$ cat config.mk
export PLATFORM = sky130hd
export DESIGN_NAME = adc_trig_cond
export DESIGN_NICKNAME = d
export VERILOG_FILES = /design/src/rtl/adc_trig_pkg.sv /design/src/rtl/adc_trig_datapath.sv /design/src/rtl/adc_trig_ctrl.sv /design/src/rtl/adc_trig_cond.sv
export SDC_FILE = /design/constraint.sdc
export NUM_CORES = 1
export LEC_CHECK = 0
export BUFFER_PORTS_ARGS = -buffer_cell sky130_fd_sc_hd__buf_4
export CORE_MARGIN = 5
export CORE_UTILIZATION = 35
export CTS_CLUSTER_SIZE = 24
export DETAILED_ROUTE_END_ITERATION = 6
export GPL_TIMING_DRIVEN = 0
export PLACE_DENSITY_LB_ADDON = 0.1
export RECOVER_POWER = 100
export SYNTH_ARGS = -nofsm -noshare
export SYNTH_HDL_FRONTEND = slang
export SYNTH_SLANG_ARGS = --single-unit
$ cat constraint.sdc
create_clock -name clk -period 1.46 [get_ports clk]
set_input_delay 0.292 -clock clk [delete_from_list [all_inputs] [get_ports clk]]
set_output_delay 0.292 -clock clk [all_outputs]
set_load 0.05 [all_outputs]
$ cat src/rtl/adc_trig_pkg.sv
package adc_trig_pkg;
  localparam logic [1:0] SRC_PIN        = 2'b00;
  localparam logic [1:0] SRC_PWM        = 2'b11;
  localparam logic [1:0] MODE_SCAN_ONCE = 2'b10;

  // qualified events handed from datapath to control
  typedef struct packed {
    logic pinHit;
    logic pwmHit;
  } trigEv_t;
endpackage

$ cat src/rtl/adc_trig_datapath.sv
module adc_trig_datapath
  import adc_trig_pkg::*;
#(
  parameter int SYNC_STAGES = 2,
  parameter int LEVEL_HOLD  = 8,
  parameter int EDGE_HOLD   = 4
) (
  input  logic       clk,
  input  logic       rstN,
  input  logic       trigPin,
  input  logic       pwmTrig,
  input  logic [1:0] condSel,
  output trigEv_t    ev
);
  localparam int CNT_MAX = (LEVEL_HOLD > EDGE_HOLD) ? LEVEL_HOLD : EDGE_HOLD;
  localparam int CNT_W   = $clog2(CNT_MAX + 1);

  logic [SYNC_STAGES-1:0] syncQ;
  logic [CNT_W-1:0]       runCnt;
  logic [CNT_W-1:0]       prevRun;
  logic                   pinNow;
  logic                   pinNext;

  for (genvar i = 0; i < SYNC_STAGES; i++) begin : g_sync
    if (i == 0) begin : g_first
      always_ff @(posedge clk) begin
        if (!rstN) syncQ[i] <= 1'b0;
        else       syncQ[i] <= trigPin;
      end
    end else begin : g_rest
      always_ff @(posedge clk) begin
        if (!rstN) syncQ[i] <= 1'b0;
        else       syncQ[i] <= syncQ[i-1];
      end
    end
  end

  assign pinNow  = syncQ[SYNC_STAGES-1];
  assign pinNext = syncQ[SYNC_STAGES-2];

  // runCnt: samples the synchronized pin has held its present value
  // prevRun: length of the phase before the last change
  always_ff @(posedge clk) begin
    if (!rstN) begin
      runCnt  <= '0;
      prevRun <= '0;
    end else if (pinNext != pinNow) begin
      prevRun <= runCnt;
      runCnt  <= CNT_W'(1);
    end else if (runCnt != CNT_W'(CNT_MAX)) begin
      runCnt  <= runCnt + CNT_W'(1);
    end
  end

  logic levelHit;
  logic edgeHit;
  always_comb begin
    levelHit = !condSel[1] && (pinNow == condSel[0]) &&
               (runCnt >= CNT_W'(LEVEL_HOLD));
    edgeHit  = condSel[1] && (pinNow == condSel[0]) &&
               (runCnt == CNT_W'(EDGE_HOLD)) &&
               (prevRun >= CNT_W'(EDGE_HOLD));
    ev.pinHit = levelHit || edgeHit;
    ev.pwmHit = pwmTrig;
  end
endmodule

$ cat src/rtl/adc_trig_ctrl.sv
module adc_trig_ctrl
  import adc_trig_pkg::*;
(
  input  logic       clk,
  input  logic       rstN,
  input  trigEv_t    ev,
  input  logic [1:0] srcSel,
  input  logic       hwTrigEn,
  input  logic [1:0] scanMode,
  input  logic       seqBusy,
  output logic       startReq
);
  logic holdOff;
  logic srcHit;
  logic armed;
  logic fire;

  always_comb begin
    unique case (srcSel)
      SRC_PIN: srcHit = ev.pinHit;
      SRC_PWM: srcHit = ev.pwmHit;
      default: srcHit = 1'b0;
    endcase
    armed = hwTrigEn && (scanMode == MODE_SCAN_ONCE);
    fire  = armed && srcHit && !seqBusy && !holdOff;
  end

  always_ff @(posedge clk) begin
    if (!rstN) begin
      startReq <= 1'b0;
      holdOff  <= 1'b0;
    end else begin
      startReq <= fire;
      if (fire)         holdOff <= 1'b1;
      else if (seqBusy) holdOff <= 1'b0;
    end
  end
endmodule

$ cat src/rtl/adc_trig_cond.sv
module adc_trig_cond
  import adc_trig_pkg::*;
#(
  parameter int SYNC_STAGES = 2,
  parameter int LEVEL_HOLD  = 8,
  parameter int EDGE_HOLD   = 4
) (
  input  logic       clk,
  input  logic       rstN,
  input  logic       trigPin,
  input  logic       pwmTrig,
  input  logic [1:0] srcSel,
  input  logic [1:0] condSel,
  input  logic       hwTrigEn,
  input  logic [1:0] scanMode,
  input  logic       seqBusy,
  output logic       startReq
);
  trigEv_t ev;

  adc_trig_datapath #(
    .SYNC_STAGES(SYNC_STAGES), .LEVEL_HOLD(LEVEL_HOLD), .EDGE_HOLD(EDGE_HOLD)
  ) u_dp (
    .clk(clk), .rstN(rstN), .trigPin(trigPin), .pwmTrig(pwmTrig),
    .condSel(condSel), .ev(ev)
  );

  adc_trig_ctrl u_ctrl (
    .clk(clk), .rstN(rstN), .ev(ev), .srcSel(srcSel), .hwTrigEn(hwTrigEn),
    .scanMode(scanMode), .seqBusy(seqBusy), .startReq(startReq)
  );
endmodule

==> results list, run 1 <==
- The flow ran to the end, and the final reports show no timing, DRC or antenna violations.
* Combined area of the multi-input logic cells: 310.3 um2
* Diode count: 0
* Setup repair bufs after CTS: 0
- Number of hold violations in the final report: 0
- Setup repair after global routing left no endpoint under its margin.
- The number of slew-limit violations in the final report is 0.
- Counting every instance in the synthesized netlist gives 54.
- CP endpoint kind: flop
- The initial utilization of the core area, before any placement, comes to 0.3571.
- DRT antenna net count: 0
- Max transition margin: 0.7334
- Hold Worst Slack: 0.2319 ns
- Number of fill cells: 159
* Hold Path Class: primary input to flop
- In the routed layout, each cell is associated on average with a via count of 4.686.
- Violation count after the first detailed-routing iteration: 2
- Kind of critical path: flop to flop
- Floorplan die height: 48.75 um
- Average instance area after synthesis: 9.732 um2
- The synthesized design contains 10 register bits.
- Number of buffers between clock root and the deepest sink: 2
- WP data arrival: 1.41 ns
* Sequential element share of the synthesized area: 0.3810
* Placer congestion estimate: 0.6941
* Post-layout minimum cycle time: 1.232 ns
- Hold-fix buffers, CTS: 0
- First-pass GRT wire length: 1731 um
* List of cells traversed by the critical path: inv_1 -> ha_1 -> and4b_1 -> nand2_1 -> a2111oi_2
- Floorplan die width: 48.75 um
- Met2 Usage GRT: 0.1348
- For this run, global-route usage on met1 was measured as 0.1082.
- The floorplan has 14 rows.
- The first TritonRoute pass finished after 2 iterations.
- For this run, the slowest stage of the critical path takes 0.34 ns.
- Cell at the slowest stage of the critical path: dfxtp_1
- STA puts the critical path data required time at 1.64 ns.
- The number of clock buffers added by TritonCTS is 3.
* Critical path peak fanout: 4
* Ratio of final minimum period to clock period: 0.8439
* Fraction of layout instances using a drive strength above 1: 0.2857
- Entering global routing, the biggest net connects 9 pins.
- Across every metal layer, demand over resource in global routing totals 0.09704.
- Routed WL per cell: 10.86 um
* Number of clock sinks: 10
- H-tree levels: 1
- The via count of the first global-routing pass is 410.
* Total detailed-routing wirelength: 934 um
* Share of the core filled with cells: 0.4524
- Overall die area: 2377 um2
* Register area: 200.2 um2
* Cells resized by post-CTS repair: 0
- Clock skew on the completed layout was measured at 0.002621 ns.
* Overflow left after global routing: 0
* Clock transition time at the flip-flop clock pins of the worst setup and hold paths: 0.07 ns
- Placeable Area: 1471 um2
- TritonCTS clock tree: done
- Power density over cell area: 934.6 nW/um2
- Standby leakage power: 0.2962 nW
- Setup violations remaining at the end of the flow were counted as 0.
- Post-synthesis instance area: 525.5 um2
* Root Buffer: clkbuf_4
- The initial antenna violation count is 0.
- Number of placed I/O pins: 13
* Number of max-capacitance violations reported: 0
- Post-synthesis net count: 70
- Number of buffer cells added on primary ports: 12
- Count of cell types in the netlist: 26
- Worst-margin pin slew: 0.3970 ns
- Number of remaining DRC errors: 0
- Area growth syn-to-layout: 26.67%
- Startpoint type of the worst setup path: flop
- Global-route met3 utilization: 0.05828
* NumNets Final: 87
- Setup TNS Final: 0 ns
- The Yosys step of the flow raised 0 warnings.
- F_max: 811.7 MHz
- Vias: 403
- Peak-usage layer in the global routing report: met2
* Clock network latency to the later pin of the worst-skew pair: 0.27 ns
- VDD sags by at most 522.7 uV.
critical path: cells and delay by family, from the launching register on:
| kind | cells | cell delay [ns] |
|---|---|---|
| AOI/OAI and AO/OA | 1 | 0.27 |
| adders and majority gates | 1 | 0.17 |
| buffers and inverters | 1 | 0.07 |
| DFF | 1 | 0.34 |
| and+or+nand+nor | 2 | 0.29 |
path summary, 6_finish.rpt:
check                                       end  cells past startpoint      startpoint  slack, ns
worst max-delay path            u_ctrl.startReq                      5  u_dp.runCnt[0]       0.23
worst min-delay path               u_dp.pinNext                      2         trigPin       0.23
worst max register to register  u_ctrl.startReq                      5  u_dp.runCnt[0]       0.23
worst min register to register  u_ctrl.startReq                      1  u_ctrl.holdOff       0.44
per-layer routing:
metal | routed length [um] | up-vias
li1 | - | 218
met1 | 421 | 179
met2 | 462 | 6
met3 | 50 | 0
met4 | 0 | 0
met5 | 0 | -
cell families after synthesis:
family | after synthesis | share of synthesized area
simple gates | 21 | 0.2524
compound gates | 8 | 0.1190
flops | 10 | 0.3809
fa+ha+maj | 4 | 0.09524
mux | 3 | 0.05715
xor+xnor | 4 | 0.06668
buf+inv | 4 | 0.02856
synthesized netlist by cell type:
master | instances | area share
a21oi_2 | 1 | 0.017
and2_1 | 2 | 0.024
a22oi_1 | 1 | 0.014
ha_1 | 4 | 0.095
nor2b_1 | 3 | 0.036
inv_1 | 4 | 0.029
a2111oi_2 | 1 | 0.029
nor2_1 | 2 | 0.014
xnor2_1 | 3 | 0.050
or2_2 | 1 | 0.012
nand2b_1 | 1 | 0.012
a21boi_0 | 1 | 0.014
and2b_2 | 1 | 0.017
and4b_1 | 1 | 0.019
dfxtp_1 | 10 | 0.38
xor2_1 | 1 | 0.017
nand2_1 | 4 | 0.029
nand3_1 | 1 | 0.0095
and4bb_2 | 1 | 0.024
mux2i_1 | 3 | 0.057
a21oi_1 | 2 | 0.019
nand3b_1 | 2 | 0.029
and3b_1 | 1 | 0.017
nand4_1 | 1 | 0.012
o21ai_0 | 1 | 0.0095
a41oi_1 | 1 | 0.017
cell usage in the layout, fill, tap and decap left out, drive strengths merged:
cell	n
nor2b	3
nand2	4
nand3	1
a41oi	1
a22oi	1
dfxtp	10
and2b	1
nor2	2
a21oi	3
nand3b	2
and3b	1
mux2i	3
o21ai	1
inv	4
buf	10
xnor2	3
and4b	1
a21boi	1
nand2b	1
xor2	1
or2	1
nand4	1
and4bb	1
a2111oi	1
and2	2
ha	4
clkbuf	6
metrics by stage:
| stage | power [mW] | setup slack, ns | cell area (um2) | cells |
|---|---|---|---|---|
| after floorplan | 0.3376 | 0.2359 | 525.5 | 54 |
| after global placement | 0.3727 | 0.08352 | 635.6 | 82 |
| after detailed placement | 0.3731 | 0.07222 | 635.6 | 82 |
| after CTS | 0.6373 | 0.2052 | 671.9 | 86 |
| after global routing | 0.6630 | 0.09630 | 665.6 | 86 |
| final | 0.6221 | 0.2280 | 665.6 | 86 |
area by class of cell:
class                      count  area share
clock buffer                   4     0.05451
inverter                       4     0.02256
multi-input combinational     40      0.4662
sequential                    10      0.3008
tap                           16     0.03008
timing repair buffer          12      0.1259
power breakdown:
part	total, mW	leakage [nW]	internal (mW)	switching, mW
Combinational	0.0741	0.194	0.0428	0.0313
Clock	0.258	0.0210	0.152	0.106
Sequential	0.290	0.0815	0.282	0.00873
Total	0.622	0.296	0.476	0.146
registers in the layout (all words and copies together), names as in the netlist:
name,cells
u_dp.runCnt,4
u_dp.prevRun,2
u_dp.pinNext,1
u_dp.pinNow,1
u_ctrl.startReq,1
u_ctrl.holdOff,1
Power figures use the tool's default switching activity.
==> run 2, diff against run 1 <==
clock period = 1 ns   (was 1.46 ns; I/O delays follow)
==> run 2 against run 1 <==
Against the previous run:
- the run now ends with negative setup slack left
- non-clock buffer count grew 4
- combinational power rose by 110%
- worst hold slack lost 0.084 ns
- sequential power increased by 47%
- largest cell class unchanged
==> results list, run 2 (same netlist as run 1, synthesis figures left out) <==
* Hold Path Class: primary input to flop (unchanged)
* Overall track demand over capacity in global routing: 0.09452 (was 0.09704)
- The slew at the pin with the worst max-slew slack came to 0.2510 ns (was 0.3970 ns).
* Internal power summed over all cells: 728.8 uW (was 476.1 uW)
- Status: finished, violations left (was completed)
* RSZ-0062 raised after global routing: true (was false)
- Critical path peak fanout: 3 (was 4)
* Routed WL per cell: 11.16 um (was 10.86 um)
- The placer's final routability congestion estimate came to 0.7046 (was 0.6941).
- Highest-count cells in the layout ignoring fill and taps: 14 x buf_4, 7 x dfxtp_1, 4 x nand2_1 (was 10 x buf_4, 10 x dfxtp_1, 4 x inv_1, 4 x nand2_1, 4 x ha_1)
- The number of instances in the placed design was 82 (unchanged).
- Max-slew violation count: 0 (unchanged)
* Number of buffer cells added on primary ports: 12 (unchanged)
- Post-route insts no fill: 90 (was 86)
* Setup TNS Final: -0.5670 ns (was 0 ns)
- The total congestion overflow after global routing is 0 (unchanged).
- Worst r2r path cells: 5 (unchanged)
* Worst Slack Setup Final: -0.1730 ns (was 0.2280 ns)
* Number of clock sinks: 10 (unchanged)
* Peak-usage layer in the global routing report: met2 (unchanged)
- Met2 Usage GRT: 0.1478 (was 0.1348)
- H-tree levels: 1 (unchanged)
* Startpoint type of the worst setup path: flop (unchanged)
- The total power divided by cell area is 1271 nW/um2 (was 934.6 nW/um2).
- Combined area of the multi-input logic cells: 344.1 um2 (was 310.3 um2)
- Flip-flop count of the largest register, all copies and words added: 4 (unchanged)
- Clock network latency to the later pin of the worst-skew pair: 0.26 ns (was 0.27 ns)
- The starting utilization of the core area was 0.3571 (unchanged).
- The number of vias in the routed layout is 425 (was 403).
- Number of remaining DRC errors: 0 (unchanged)
- Combinational cell fraction of total power: 0.164 (was 0.119)
- The share of total power in sequential cells came to 0.451 (was 0.467).
* Number of buffers between clock root and the deepest sink: 2 (unchanged)
* Ratio of final minimum period to clock period: 1.173 (was 0.8439)
* Hold worst-path end: u_dp.pinNext (unchanged)
* Floorplan die width: 48.75 um (unchanged)
* Critical R2R Capture: u_ctrl.startReq (unchanged)
- Fraction of layout instances using a drive strength above 1: 0.4324 (was 0.2857)
- The area used by sequential logic in the layout is 206.4 um2 (was 200.2 um2).
- Placeable Area: 1471 um2 (unchanged)
- Instance count along the most critical hold path: 2 (unchanged)
- The iteration count of the initial detailed-routing pass was 3 (was 2).
- Final design instance area without fill: 744.5 um2 (was 665.6 um2)
* NumNets Final: 91 (was 87)
- Clock buffer count from CTS: 3 (unchanged)
- The startpoint of the lowest-slack register-to-register path was u_dp.runCnt[0] (unchanged).
- Placed standard-cell area: 640.6 um2 (was 635.6 um2)
* Via count of the first global-routing pass: 458 (was 410)
* Number of hold violations in the final report: 0 (unchanged)
- Clock transition time at the flip-flop clock pins of the worst setup and hold paths: 0.07 ns (about the same)
- Hold-fix buffers, CTS: 0 (unchanged)
* Worst Skew: 0.001857 ns (was 0.002621 ns)
- Number of placed I/O pins: 13 (unchanged)
- The startpoint of the tightest hold check path is trigPin (unchanged).
- The initial antenna violation count came to 0 (unchanged).
* Floorplan die height: 48.75 um (unchanged)
* DRT antenna net count: 0 (unchanged)
* Design Power: 945.9 uW (was 622.1 uW)
* Met1 layer usage reported by global route: 0.1194 (was 0.1082)
- The max-slew headroom at the worst pin was 0.8327 (was 0.7334).
- The layout overhead on the synthesized area is 41.67% (was 26.67%).
- The first-pass GRT wire length came to 1828 um (was 1731 um).
- The area enclosed by the die boundary was 2377 um2 (unchanged).
- Clock network fraction of total power: 0.385 (was 0.414)
- The peak supply drop is 635.0 uV (was 522.7 uV).
- Total net switching power: 217.1 uW (was 146.0 uW)
* Post-DP HPWL: 740.6 um
- Post-layout minimum cycle time: 1.173 ns (was 1.232 ns)
* Worst Path Required: 1.16 ns (was 1.64 ns)
* Kind of critical path: flop to flop (unchanged)
- The cell chosen for the clock root is clkbuf_4 (unchanged).
- Diode count: 0 (unchanged)
- Global-route met3 utilization: 0.02761 (was 0.05828)
* Standby leakage power: 0.3226 nW (was 0.2962 nW)
* Registers with the highest flip-flop counts: u_dp.runCnt: 4 flops, u_dp.prevRun: 2 flops (unchanged)
* CP endpoint kind: flop (unchanged)
- Total detailed-routing wirelength: 1004 um (was 934 um)
* Number of fill cells: 139 (was 159)
* TritonCTS clock tree: done (unchanged)
- The site row count is 14 (unchanged).
* Number of endpoints failing setup at the final stage: 6 (was 0)
- Vias per Instance: 4.722 (was 4.686)
- The largest register by flop count was u_dp.runCnt (unchanged).
- The proportion of total power due to net switching came to 0.2295 (was 0.2346).
- Setup slack of the most critical reg-to-reg path: -0.17 ns (was 0.23 ns)
* Pin count of the biggest net entering global routing: 9 (unchanged)
- The count of routing violations after the opening detailed-route iteration was 1 (was 2).
* F_max: 852.5 MHz (was 811.7 MHz)
- The number of max-cap violations came to 0 (unchanged).
* Violations in the final reports: negative setup slack
- The arrival time of the worst setup path is 1.34 ns (was 1.41 ns).
- Most common cell after layout, fill and taps aside: buf_4
run 2: cell types whose count changed in the layout (fill, tap and decap cells not counted), sizes merged:
cell / previous run / this run
buf: 10 / 15
clkbuf: 6 / 5
run 2: worst max-delay path by stage:
stage / endpoint / slack, ns / startpoint / cells after the start
final: u_ctrl.startReq / -0.17 / u_dp.runCnt[0] / 5
after global routing: u_ctrl.startReq / -0.31 / u_dp.runCnt[0] / 5
after CTS: u_ctrl.startReq / -0.19 / u_dp.runCnt[0] / 5
after detailed placement: u_ctrl.startReq / -0.29 / srcSel[0] / 6
after global placement: u_ctrl.startReq / -0.28 / srcSel[0] / 6
after floorplan: u_ctrl.startReq / -0.14 / u_dp.runCnt[0] / 5
run 2: what timing repair did:
action,in CTS,in global routing
resized for setup,4,5
pin swaps,6,4
setup endpoints to repair,8,8
buffers inserted,3,1
run 2: through the flow:
| stage | setup slack (ns) | utilization | hold WS (ns) |
|---|---|---|---|
| 6_report | -0.1730 | 0.5060 | 0.1483 |
| 5_1_grt | -0.3061 | 0.5060 | 0.1517 |
| 4_1_cts | -0.1892 | 0.4889 | 0.1360 |
| 3_5_place_dp | -0.2936 | 0.4354 | 0.4129 |
| 3_3_place_gp | -0.2835 | 0.4354 | 0.4151 |
| 2_1_floorplan | -0.1398 | - | 0.3217 |
run 2: area by class of cell:
type / instances / share of cell area
multi-input combinational: 40 / 0.4622
sequential: 10 / 0.2773
timing repair buffer: 16 / 0.1613
clock buffer: 4 / 0.04874
tap: 16 / 0.02689
inverter: 4 / 0.02353
run 2: per-layer routing:
layer / wire length [um] / part of all wire / up-vias
met5: 0 / 0 / -
met4: 6 / 0.0060 / 0
met3: 24 / 0.024 / 2
met2: 462 / 0.46 / 5
met1: 510 / 0.51 / 191
li1: - / - / 227
run 2: critical path: stages (launching register included):
cell and delay, ns:
dfxtp_4 0.36, inv_4 0.05, ha_4 0.12, and4b_1 0.20, nand2_1 0.07, a2111oi_2 0.28
run 2: power groups by stage:
| stage | Clock, mW | Combinational, mW | Sequential, mW |
|---|---|---|---|
| 2_1_floorplan | 0 | 0.0637 | 0.434 |
| 3_3_place_gp | 0 | 0.113 | 0.436 |
| 3_5_place_dp | 0 | 0.114 | 0.437 |
| 4_1_cts | 0.377 | 0.146 | 0.423 |
| 5_1_grt | 0.396 | 0.176 | 0.430 |
| 6_report | 0.364 | 0.155 | 0.427 |
